$ cat config.mk
export PLATFORM = sky130hd
export DESIGN_NAME = lcell_reg
export DESIGN_NICKNAME = d
export VERILOG_FILES = /design/src/rtl/lcell_pkg.sv /design/src/rtl/lcell_ctrl.sv /design/src/rtl/lcell_datapath.sv /design/src/rtl/lcell_reg.sv
export SDC_FILE = /design/constraint.sdc
export NUM_CORES = 1
export LEC_CHECK = 0
export BUFFER_PORTS_ARGS = -buffer_cell sky130_fd_sc_hd__buf_4
export CAP_MARGIN = 20
export CORE_AREA = 2 2 39 41
export CTS_BUF_LIST = sky130_fd_sc_hd__clkbuf_16
export CTS_CLUSTER_SIZE = 28
export DETAILED_ROUTE_END_ITERATION = 10
export DIE_AREA = 0 0 41 43
export PLACE_DENSITY_LB_ADDON = 0.2
export REMOVE_ABC_BUFFERS = 1
export SYNTH_ARGS = -nofsm -noshare
export SYNTH_HDL_FRONTEND = slang
export SYNTH_SLANG_ARGS = --single-unit
$ cat constraint.sdc
create_clock -name clk -period 4.55 [get_ports clk]
set_clock_uncertainty 0.1 [all_clocks]
set_input_delay 0.2275 -clock clk [delete_from_list [all_inputs] [get_ports clk]]
set_output_delay 0.2275 -clock clk [all_outputs]
set_load 0.005 [all_outputs]
$ cat src/rtl/lcell_pkg.sv
package lcell_pkg;

  // Storage element kinds chosen by the static configuration
  typedef enum logic [1:0] {
    ST_DFF   = 2'd0,
    ST_TFF   = 2'd1,
    ST_LATCH = 2'd2,
    ST_SPARE = 2'd3
  } storeKind_t;

  // Strobes from the control half to the datapath half
  typedef struct packed {
    logic loadEn;     // capture data into the bit
    logic toggleEn;   // invert the bit when data is 1
    logic latchOpen;  // latch is transparent this cycle
    logic forceEn;    // an asynchronous override is active
    logic forceVal;   // value the override imposes
  } cellStrobes_t;

endpackage

$ cat src/rtl/lcell_ctrl.sv
module lcell_ctrl
  import lcell_pkg::*;
#(
  parameter int NUM_GCLK = 3,
  parameter int SEL_W    = $clog2(NUM_GCLK + 1)
) (
  input  logic                clk,
  input  logic                rstN,
  input  logic [1:0]          cfgStore,
  input  logic                cfgDualEdge,
  input  logic [SEL_W-1:0]    cfgClkSel,
  input  logic                cfgClkInvert,
  input  logic                cfgGlobalToOne,
  input  logic [NUM_GCLK-1:0] globalClk,
  input  logic                localClk,
  input  logic                clkEn,
  input  logic                globalSetRst,
  input  logic                localSet,
  input  logic                localRst,
  output cellStrobes_t        strobes
);

  storeKind_t kind;
  logic [NUM_GCLK-1:0] hitGlobal;
  logic rawClk;
  logic isGlobal;
  logic selClk;
  logic prevClk;
  logic primed;
  logic riseEv;
  logic fallEv;
  logic activeEv;
  logic edgeOk;
  logic forceAny;

  assign kind = storeKind_t'(cfgStore);

  // one match line per global clock
  for (genvar g = 0; g < NUM_GCLK; g++) begin : g_sel
    assign hitGlobal[g] = (cfgClkSel == SEL_W'(g));
  end

  always_comb begin
    rawClk   = localClk;
    isGlobal = 1'b0;
    for (int i = 0; i < NUM_GCLK; i++) begin
      if (hitGlobal[i]) begin
        rawClk   = globalClk[i];
        isGlobal = 1'b1;
      end
    end
  end

  // phase choice only applies to the global clocks
  assign selClk = rawClk ^ (isGlobal & cfgClkInvert);

  always_ff @(posedge clk) begin
    prevClk <= selClk;
    if (!rstN) primed <= 1'b0;
    else       primed <= 1'b1;
  end

  assign riseEv   = primed & selClk & ~prevClk;
  assign fallEv   = primed & ~selClk & prevClk;
  assign activeEv = cfgDualEdge ? (riseEv | fallEv) : riseEv;

  assign forceAny = globalSetRst | localRst | localSet;
  assign edgeOk   = clkEn & activeEv & ~forceAny;

  always_comb begin
    strobes.forceEn = forceAny;
    if (globalSetRst)  strobes.forceVal = cfgGlobalToOne;
    else if (localRst) strobes.forceVal = 1'b0;
    else               strobes.forceVal = 1'b1;
    strobes.loadEn    = 1'b0;
    strobes.toggleEn  = 1'b0;
    strobes.latchOpen = 1'b0;
    unique case (kind)
      ST_TFF:   strobes.toggleEn  = edgeOk;
      ST_LATCH: strobes.latchOpen = clkEn & selClk & ~forceAny;
      default:  strobes.loadEn    = edgeOk;
    endcase
  end

endmodule

$ cat src/rtl/lcell_datapath.sv
module lcell_datapath
  import lcell_pkg::*;
(
  input  logic         clk,
  input  logic         rstN,
  input  logic         cfgRegMode,
  input  logic         cfgDirect,
  input  logic         cfgInitVal,
  input  logic         sopIn,
  input  logic         pinIn,
  input  cellStrobes_t strobes,
  output logic         cellOut,
  output logic         feedbackOut
);

  logic dataIn;
  logic storedBit;
  logic nextBit;
  logic regView;

  assign dataIn = cfgDirect ? pinIn : sopIn;

  always_comb begin
    if (strobes.forceEn)        nextBit = strobes.forceVal;
    else if (strobes.loadEn)    nextBit = dataIn;
    else if (strobes.toggleEn)  nextBit = storedBit ^ dataIn;
    else if (strobes.latchOpen) nextBit = dataIn;
    else                        nextBit = storedBit;
  end

  always_ff @(posedge clk) begin
    if (!rstN) storedBit <= cfgInitVal;
    else       storedBit <= nextBit;
  end

  // overrides and the open latch show without waiting for a clock
  always_comb begin
    if (strobes.forceEn)        regView = strobes.forceVal;
    else if (strobes.latchOpen) regView = dataIn;
    else                        regView = storedBit;
  end

  assign cellOut     = cfgRegMode ? regView : dataIn;
  assign feedbackOut = cellOut;

endmodule

$ cat src/rtl/lcell_reg.sv
module lcell_reg
  import lcell_pkg::*;
#(
  parameter int NUM_GCLK = 3,
  parameter int SEL_W    = $clog2(NUM_GCLK + 1)
) (
  input  logic                clk,
  input  logic                rstN,
  input  logic                cfgRegMode,
  input  logic [1:0]          cfgStore,
  input  logic                cfgDualEdge,
  input  logic [SEL_W-1:0]    cfgClkSel,
  input  logic                cfgClkInvert,
  input  logic                cfgGlobalToOne,
  input  logic                cfgInitVal,
  input  logic                cfgDirect,
  input  logic [NUM_GCLK-1:0] globalClk,
  input  logic                localClk,
  input  logic                clkEn,
  input  logic                globalSetRst,
  input  logic                localSet,
  input  logic                localRst,
  input  logic                sopIn,
  input  logic                pinIn,
  output logic                cellOut,
  output logic                feedbackOut
);

  cellStrobes_t strobes;

  lcell_ctrl #(.NUM_GCLK(NUM_GCLK), .SEL_W(SEL_W)) u_ctrl (
    .clk(clk), .rstN(rstN), .cfgStore(cfgStore), .cfgDualEdge(cfgDualEdge),
    .cfgClkSel(cfgClkSel), .cfgClkInvert(cfgClkInvert),
    .cfgGlobalToOne(cfgGlobalToOne), .globalClk(globalClk),
    .localClk(localClk), .clkEn(clkEn), .globalSetRst(globalSetRst),
    .localSet(localSet), .localRst(localRst), .strobes(strobes)
  );

  lcell_datapath u_dp (
    .clk(clk), .rstN(rstN), .cfgRegMode(cfgRegMode), .cfgDirect(cfgDirect),
    .cfgInitVal(cfgInitVal), .sopIn(sopIn), .pinIn(pinIn),
    .strobes(strobes), .cellOut(cellOut), .feedbackOut(feedbackOut)
  );

endmodule

# ---- Yosys cells after proc, flatten, opt, wreduce, memory -nomap -nowiden
# Cells that the tools add are included.
dict set report totals {
  inputBits 22
  ff_bits 3
}
dict set report op_classes {
  bitwise 17
  n_reduce_logical 2
  eq_ne 4
  muxes 21
}
# op n
set ops {}
lappend ops {{$mux W1} 21}
lappend ops {{$and A1 B1 Y1} 9}
lappend ops {{$eq A2 B1 Y1 const B} 2}
lappend ops {{$eq A2 B2 Y1 const B} 2}
lappend ops {{$not A1 Y1} 3}
lappend ops {{$or A1 B1 Y1} 3}
lappend ops {{$logic_not A2 Y1} 1}
lappend ops {{$reduce_or A2 Y1} 1}
lappend ops {{$xor A1 B1 Y1} 2}

# ---- Logic depth before layout (Yosys ltp)
dict set report depth {
  depth_word 18
  depth_mapped 7
  mapped_depth_nobuf 7
}

# ---- Cells and area by module
# Synthesis repeated with hierarchy kept, for this count alone.
dict set report hier_totals {
  cells_unflattened 38
  hier_area_um2 317.8
}
# mod area_per_inst_um2 seq_area_each_um2 n_inst cells_per_inst
set modules_own_cells {}
lappend modules_own_cells {lcell_ctrl 186.4 40.0 1 21}
lappend modules_own_cells {lcell_datapath 131.4 20.0 1 17}

# ---- Worst setup path after synthesis
# OpenSTA, ideal clock, no wires.
dict set report synth_timing {
  kind {input port to output port}
  startpoint {in cfgClkSel[1]}
  endpoint {out feedbackOut}
  arrival_time_ns 1.678
  path_slack_ns 2.545
  stages 6
  path_cell_list {mux4_2 > xnor2_2 > o21a_2 > o311ai_1 > o211ai_1 > buf_4}
}
dict set report synth_between {
  elab_chain_len 12
  elab_cells_between_ends 17
  classes_between {eq/ne: 2; mux: 10; bitwise: 4; reduce/logical: 1}
}
# element line_no
set synth_lines {}
lappend synth_lines {{from (decl)} lcell_reg.sv:12} ;# input logic [SEL_W-1:0] cfgClkSel,
lappend synth_lines {{$logic_not A2 Y1} lcell_ctrl.sv:40} ;# assign hitGlobal[g] = (cfgClkSel == SEL_W'(g));
lappend synth_lines {{$mux W1 (3 in series)} lcell_ctrl.sv:47} ;# if (hitGlobal[i]) begin
lappend synth_lines {{$and A1 B1 Y1} lcell_ctrl.sv:55} ;# assign selClk = rawClk ^ (isGlobal & cfgClkInvert);
lappend synth_lines {{$xor A1 B1 Y1 (*)} lcell_ctrl.sv:55}
lappend synth_lines {{$and A1 B1 Y1 (*) (2 in series)} lcell_ctrl.sv:80} ;# ST_LATCH: strobes.latchOpen = clkEn & selClk & ~forceAny;
lappend synth_lines {{$mux W1 (*)} lcell_ctrl.sv:78} ;# unique case (kind)
lappend synth_lines {{$mux W1 (*)} n/a}
lappend synth_lines {{$mux W1 (*)} lcell_datapath.sv:38} ;# if (strobes.forceEn) regView = strobes.forceVal;
lappend synth_lines {{$mux W1 (*)} lcell_datapath.sv:43} ;# assign cellOut = cfgRegMode ? regView : dataIn;
lappend synth_lines {{to (decl)} lcell_reg.sv:26} ;# output logic feedbackOut
# Mark *: on every way between the ends. The rest lies on a longest branch, timed or not.

# ---- Final worst setup path
dict set report layout_timing {
  startpoint {in cfgClkSel[1]}
  endpoint {out cellOut}
}
dict set report layout_between {
  elab_chain_len 12
  elab_cells_between_ends 17
  classes_between {eq/ne: 2; mux: 10; bitwise: 4; reduce/logical: 1}
}
# element line_no
set layout_lines {}
lappend layout_lines {{$logic_not A2 Y1} lcell_ctrl.sv:40}
lappend layout_lines {{$mux W1 (3 in series)} lcell_ctrl.sv:47}
lappend layout_lines {{$and A1 B1 Y1} lcell_ctrl.sv:55}
lappend layout_lines {{$xor A1 B1 Y1 (*)} lcell_ctrl.sv:55}
lappend layout_lines {{$and A1 B1 Y1 (*) (2 in series)} lcell_ctrl.sv:80}
lappend layout_lines {{$mux W1 (*)} lcell_ctrl.sv:78}
lappend layout_lines {{$mux W1 (*)} n/a}
lappend layout_lines {{$mux W1 (*)} lcell_datapath.sv:38}
lappend layout_lines {{$mux W1 (*)} lcell_datapath.sv:43}
lappend layout_lines {{to (decl)} lcell_reg.sv:25} ;# output logic cellOut,
# Marked as above.

==> flow_summary.yaml <==
outcome:
  status: "finished, final reports clean"
hold_path:
  hold_path_class: "in2reg"
  whs_path_depth: 1
route:
  final_antenna_net_count: 0
  via_per_inst: 4.72
  avgRoutedWirePerCell_um: 10.0
  drc_errors: 0
  num_vias: 387
  drtPass1Iterations: 4
  drt_iter0_drc: 6
  wirelength_um: 822
clocking:
  ctsResizeCount: 0
  clk_latency_ps: 220
  cts_hold_buf: 0
  cts_buffer_depth: 2
  numClockSinks: 3
  cts_root_buffer: "clkbuf_16"
  cts_setup_buffers: 0
  clkTransAtPathRegs_ps: 30
  cts_tree: "done"
  cts_buffers: 3
  htree_levels: 1
synth:
  yosys_warnings: 0
  synthTopCellsByArea: "dfxtp_1 18%, ha_1 7.4%, mux4_2 6.7%"
  synth_cell_type_count: 26
  yosysSeqAreaShare: 0.178
  synth_enable_flop_cells: 0
  netlist_instances: 40
  yosysTopAreaCellShare: 0.178
  synth-seq-cells: 3
  synth-async-reset-ratio: 0
  synth_area_um2: 337
  synth_area_leader_cell: "dfxtp_1"
  avgSynthCellArea_um2: 8.41
  ys.flop_type: "dfxtp_1"
global_routing:
  grt_antenna_before_repair: 0
  grt_pass1_vias: 338
  grt-ovfl-total: 0
  grtUsageTotal: 0.108
  grt_start_max_net_pins: 6
  grt_pass1_wl_um: 1240
setup_path:
  cp_cell_sequence: "buf_4 > mux4_2 > xnor2_2 > nor3_1 > o311ai_1 > o211ai_1 > buf_4"
  rrSetupSlack_ps: 3350
  crit_path_max_incr_delay_ps: 510
  crit_family: "multiplexers"
  required_ps: 4220
  cp-start-kind: "input pin"
  cpMostUsedCell: "buf_4"
  worstPathMaxFanout: 5
  critPathArrivalTime_ps: 1820
  critPathBufInv: 2
  path_class: "in2out"
  slowest_stage: "mux4_2"
  crit_path_end_kind: "primary output"
  worst-path-stages: 7
  rr_worst_depth: 5
floorplan:
  die_area_um2: 1760
  fp.dieW_um: 41
  std_cell_rows: 14
  initial_utilization: 0.243
  fp.coreArea_um2: 1380
  die_h_um: 43
  pin_count: 24
timing:
  drv_slew: 0
  period_share: 0.473
  finalSetupViolCount: 0
  period_minus_slack_ps: 2150
  tightest_slew_ps: 339
  tns_ps: 0
  finalHoldViolCount: 0
  whs_ps: 34.7
  timing.slew.headroom: 0.767
  rsz0062_at_grt: "no"
  fmax_mhz: 465
layout:
  fin_area_um2: 601
  drive_above_1_share: 0.470
  area_growth_syn_to_layout_pct: 78.4
  layout.nets: 91
  diodes: 0
  final_cell_mix: "23 x buf_4, 6 x inv_1"
  final_common_cell: "buf_4"
power:
  p_per_area_nw_per_um2: 352
  ir_drop_v: 0.000203
  p_leak_uw: 0.000295
place:
  gp_congestion: 0.718
  dpl_cell_area_um2: 522
  io_buffers: 23
  dp_hpwl_um: 649
flow_run:
  cap_violations: 0
[sequential cells by signal, summed over array words and instances, names as in the netlist]
register,flops
u_ctrl.prevClk,1
u_dp.storedBit,1
u_ctrl.primed,1
[power breakdown]
group          leakage, uW  internal, uW  total, uW  switching (uW)
Sequential       0.0000253          29.6       31.1            1.46
Clock            0.0000423           113        137            23.3
Combinational     0.000228          26.4       43.9            17.4
Total             0.000295           169        212            42.2
[final timing paths]
path	start	to
setup / recovery	cfgClkSel[1]	cellOut
hold / removal	rstN	u_ctrl.primed
setup reg to reg	u_ctrl.prevClk	u_dp.storedBit
hold reg to reg	u_ctrl.primed	u_dp.storedBit
[synthesized netlist by cell type, drive strengths merged (2+ instances only)]
cell and n:
mux2i 2, dfxtp 3, inv 5, a21oi 3
o2111ai 2, nor2 3, ha 2, nand2 2
[per-layer routing]
metal / routed length (um) / part of all wire / global-route usage / vias to the layer above
li1: - / - / - / 199
met1: 315 / 0.38 / 0.116 / 171
met2: 437 / 0.53 / 0.159 / 17
met3: 69 / 0.084 / 0.0471 / 0
met4: 0 / 0 / 0.0800 / 0
met5: 0 / 0 / 0 / -
[per-stage QoR]
| stage | instances | utilization | setup slack [ps] | power, uW |
|---|---|---|---|---|
| finish | 82 | 0.434 | 2400 | 212 |
| global route | 82 | 0.434 | 2260 | 223 |
| CTS | 82 | 0.434 | 2390 | 216 |
| detailed placement | 78 | 0.377 | 2390 | 75.1 |
| global placement | 78 | 0.377 | 2410 | 74.9 |
| floorplan | 39 | - | 2690 | 53.5 |
[worst register-to-register path: stages, from the launching register on]
cell	delay (ps)
dfxtp_1	300
and2_1	140
o2111ai_1	100
mux2_2	280
o21ai_1	70
a31oi_1	80
[layout make-up]
| cell class | count | area (um2) |
|---|---|---|
| clock buffer | 3 | 75.1 |
| clock inverter | 1 | 3.75 |
| fill | 143 | 783 |
| inverter | 5 | 18.8 |
| multi-input combinational | 31 | 250 |
| sequential | 3 | 60.1 |
| tap | 16 | 20.0 |
| timing repair buffer | 23 | 173 |
[logic make-up (layout without fill, tap and decap cells)]
kind of cell | Yosys count | count (layout) | share of synthesized area
DFF | 3 | 3 | 0.178
and+or+nand+nor | 12 | 12 | 0.212
AOI/OAI and AO/OA | 12 | 12 | 0.249
adders and majority gates | 2 | 2 | 0.0743
xor gates and xnor gates | 1 | 1 | 0.0483
buffers and inverters | 6 | 32 | 0.0781
muxes | 4 | 4 | 0.160
Note: power is estimated with default switching activity, not from simulation.
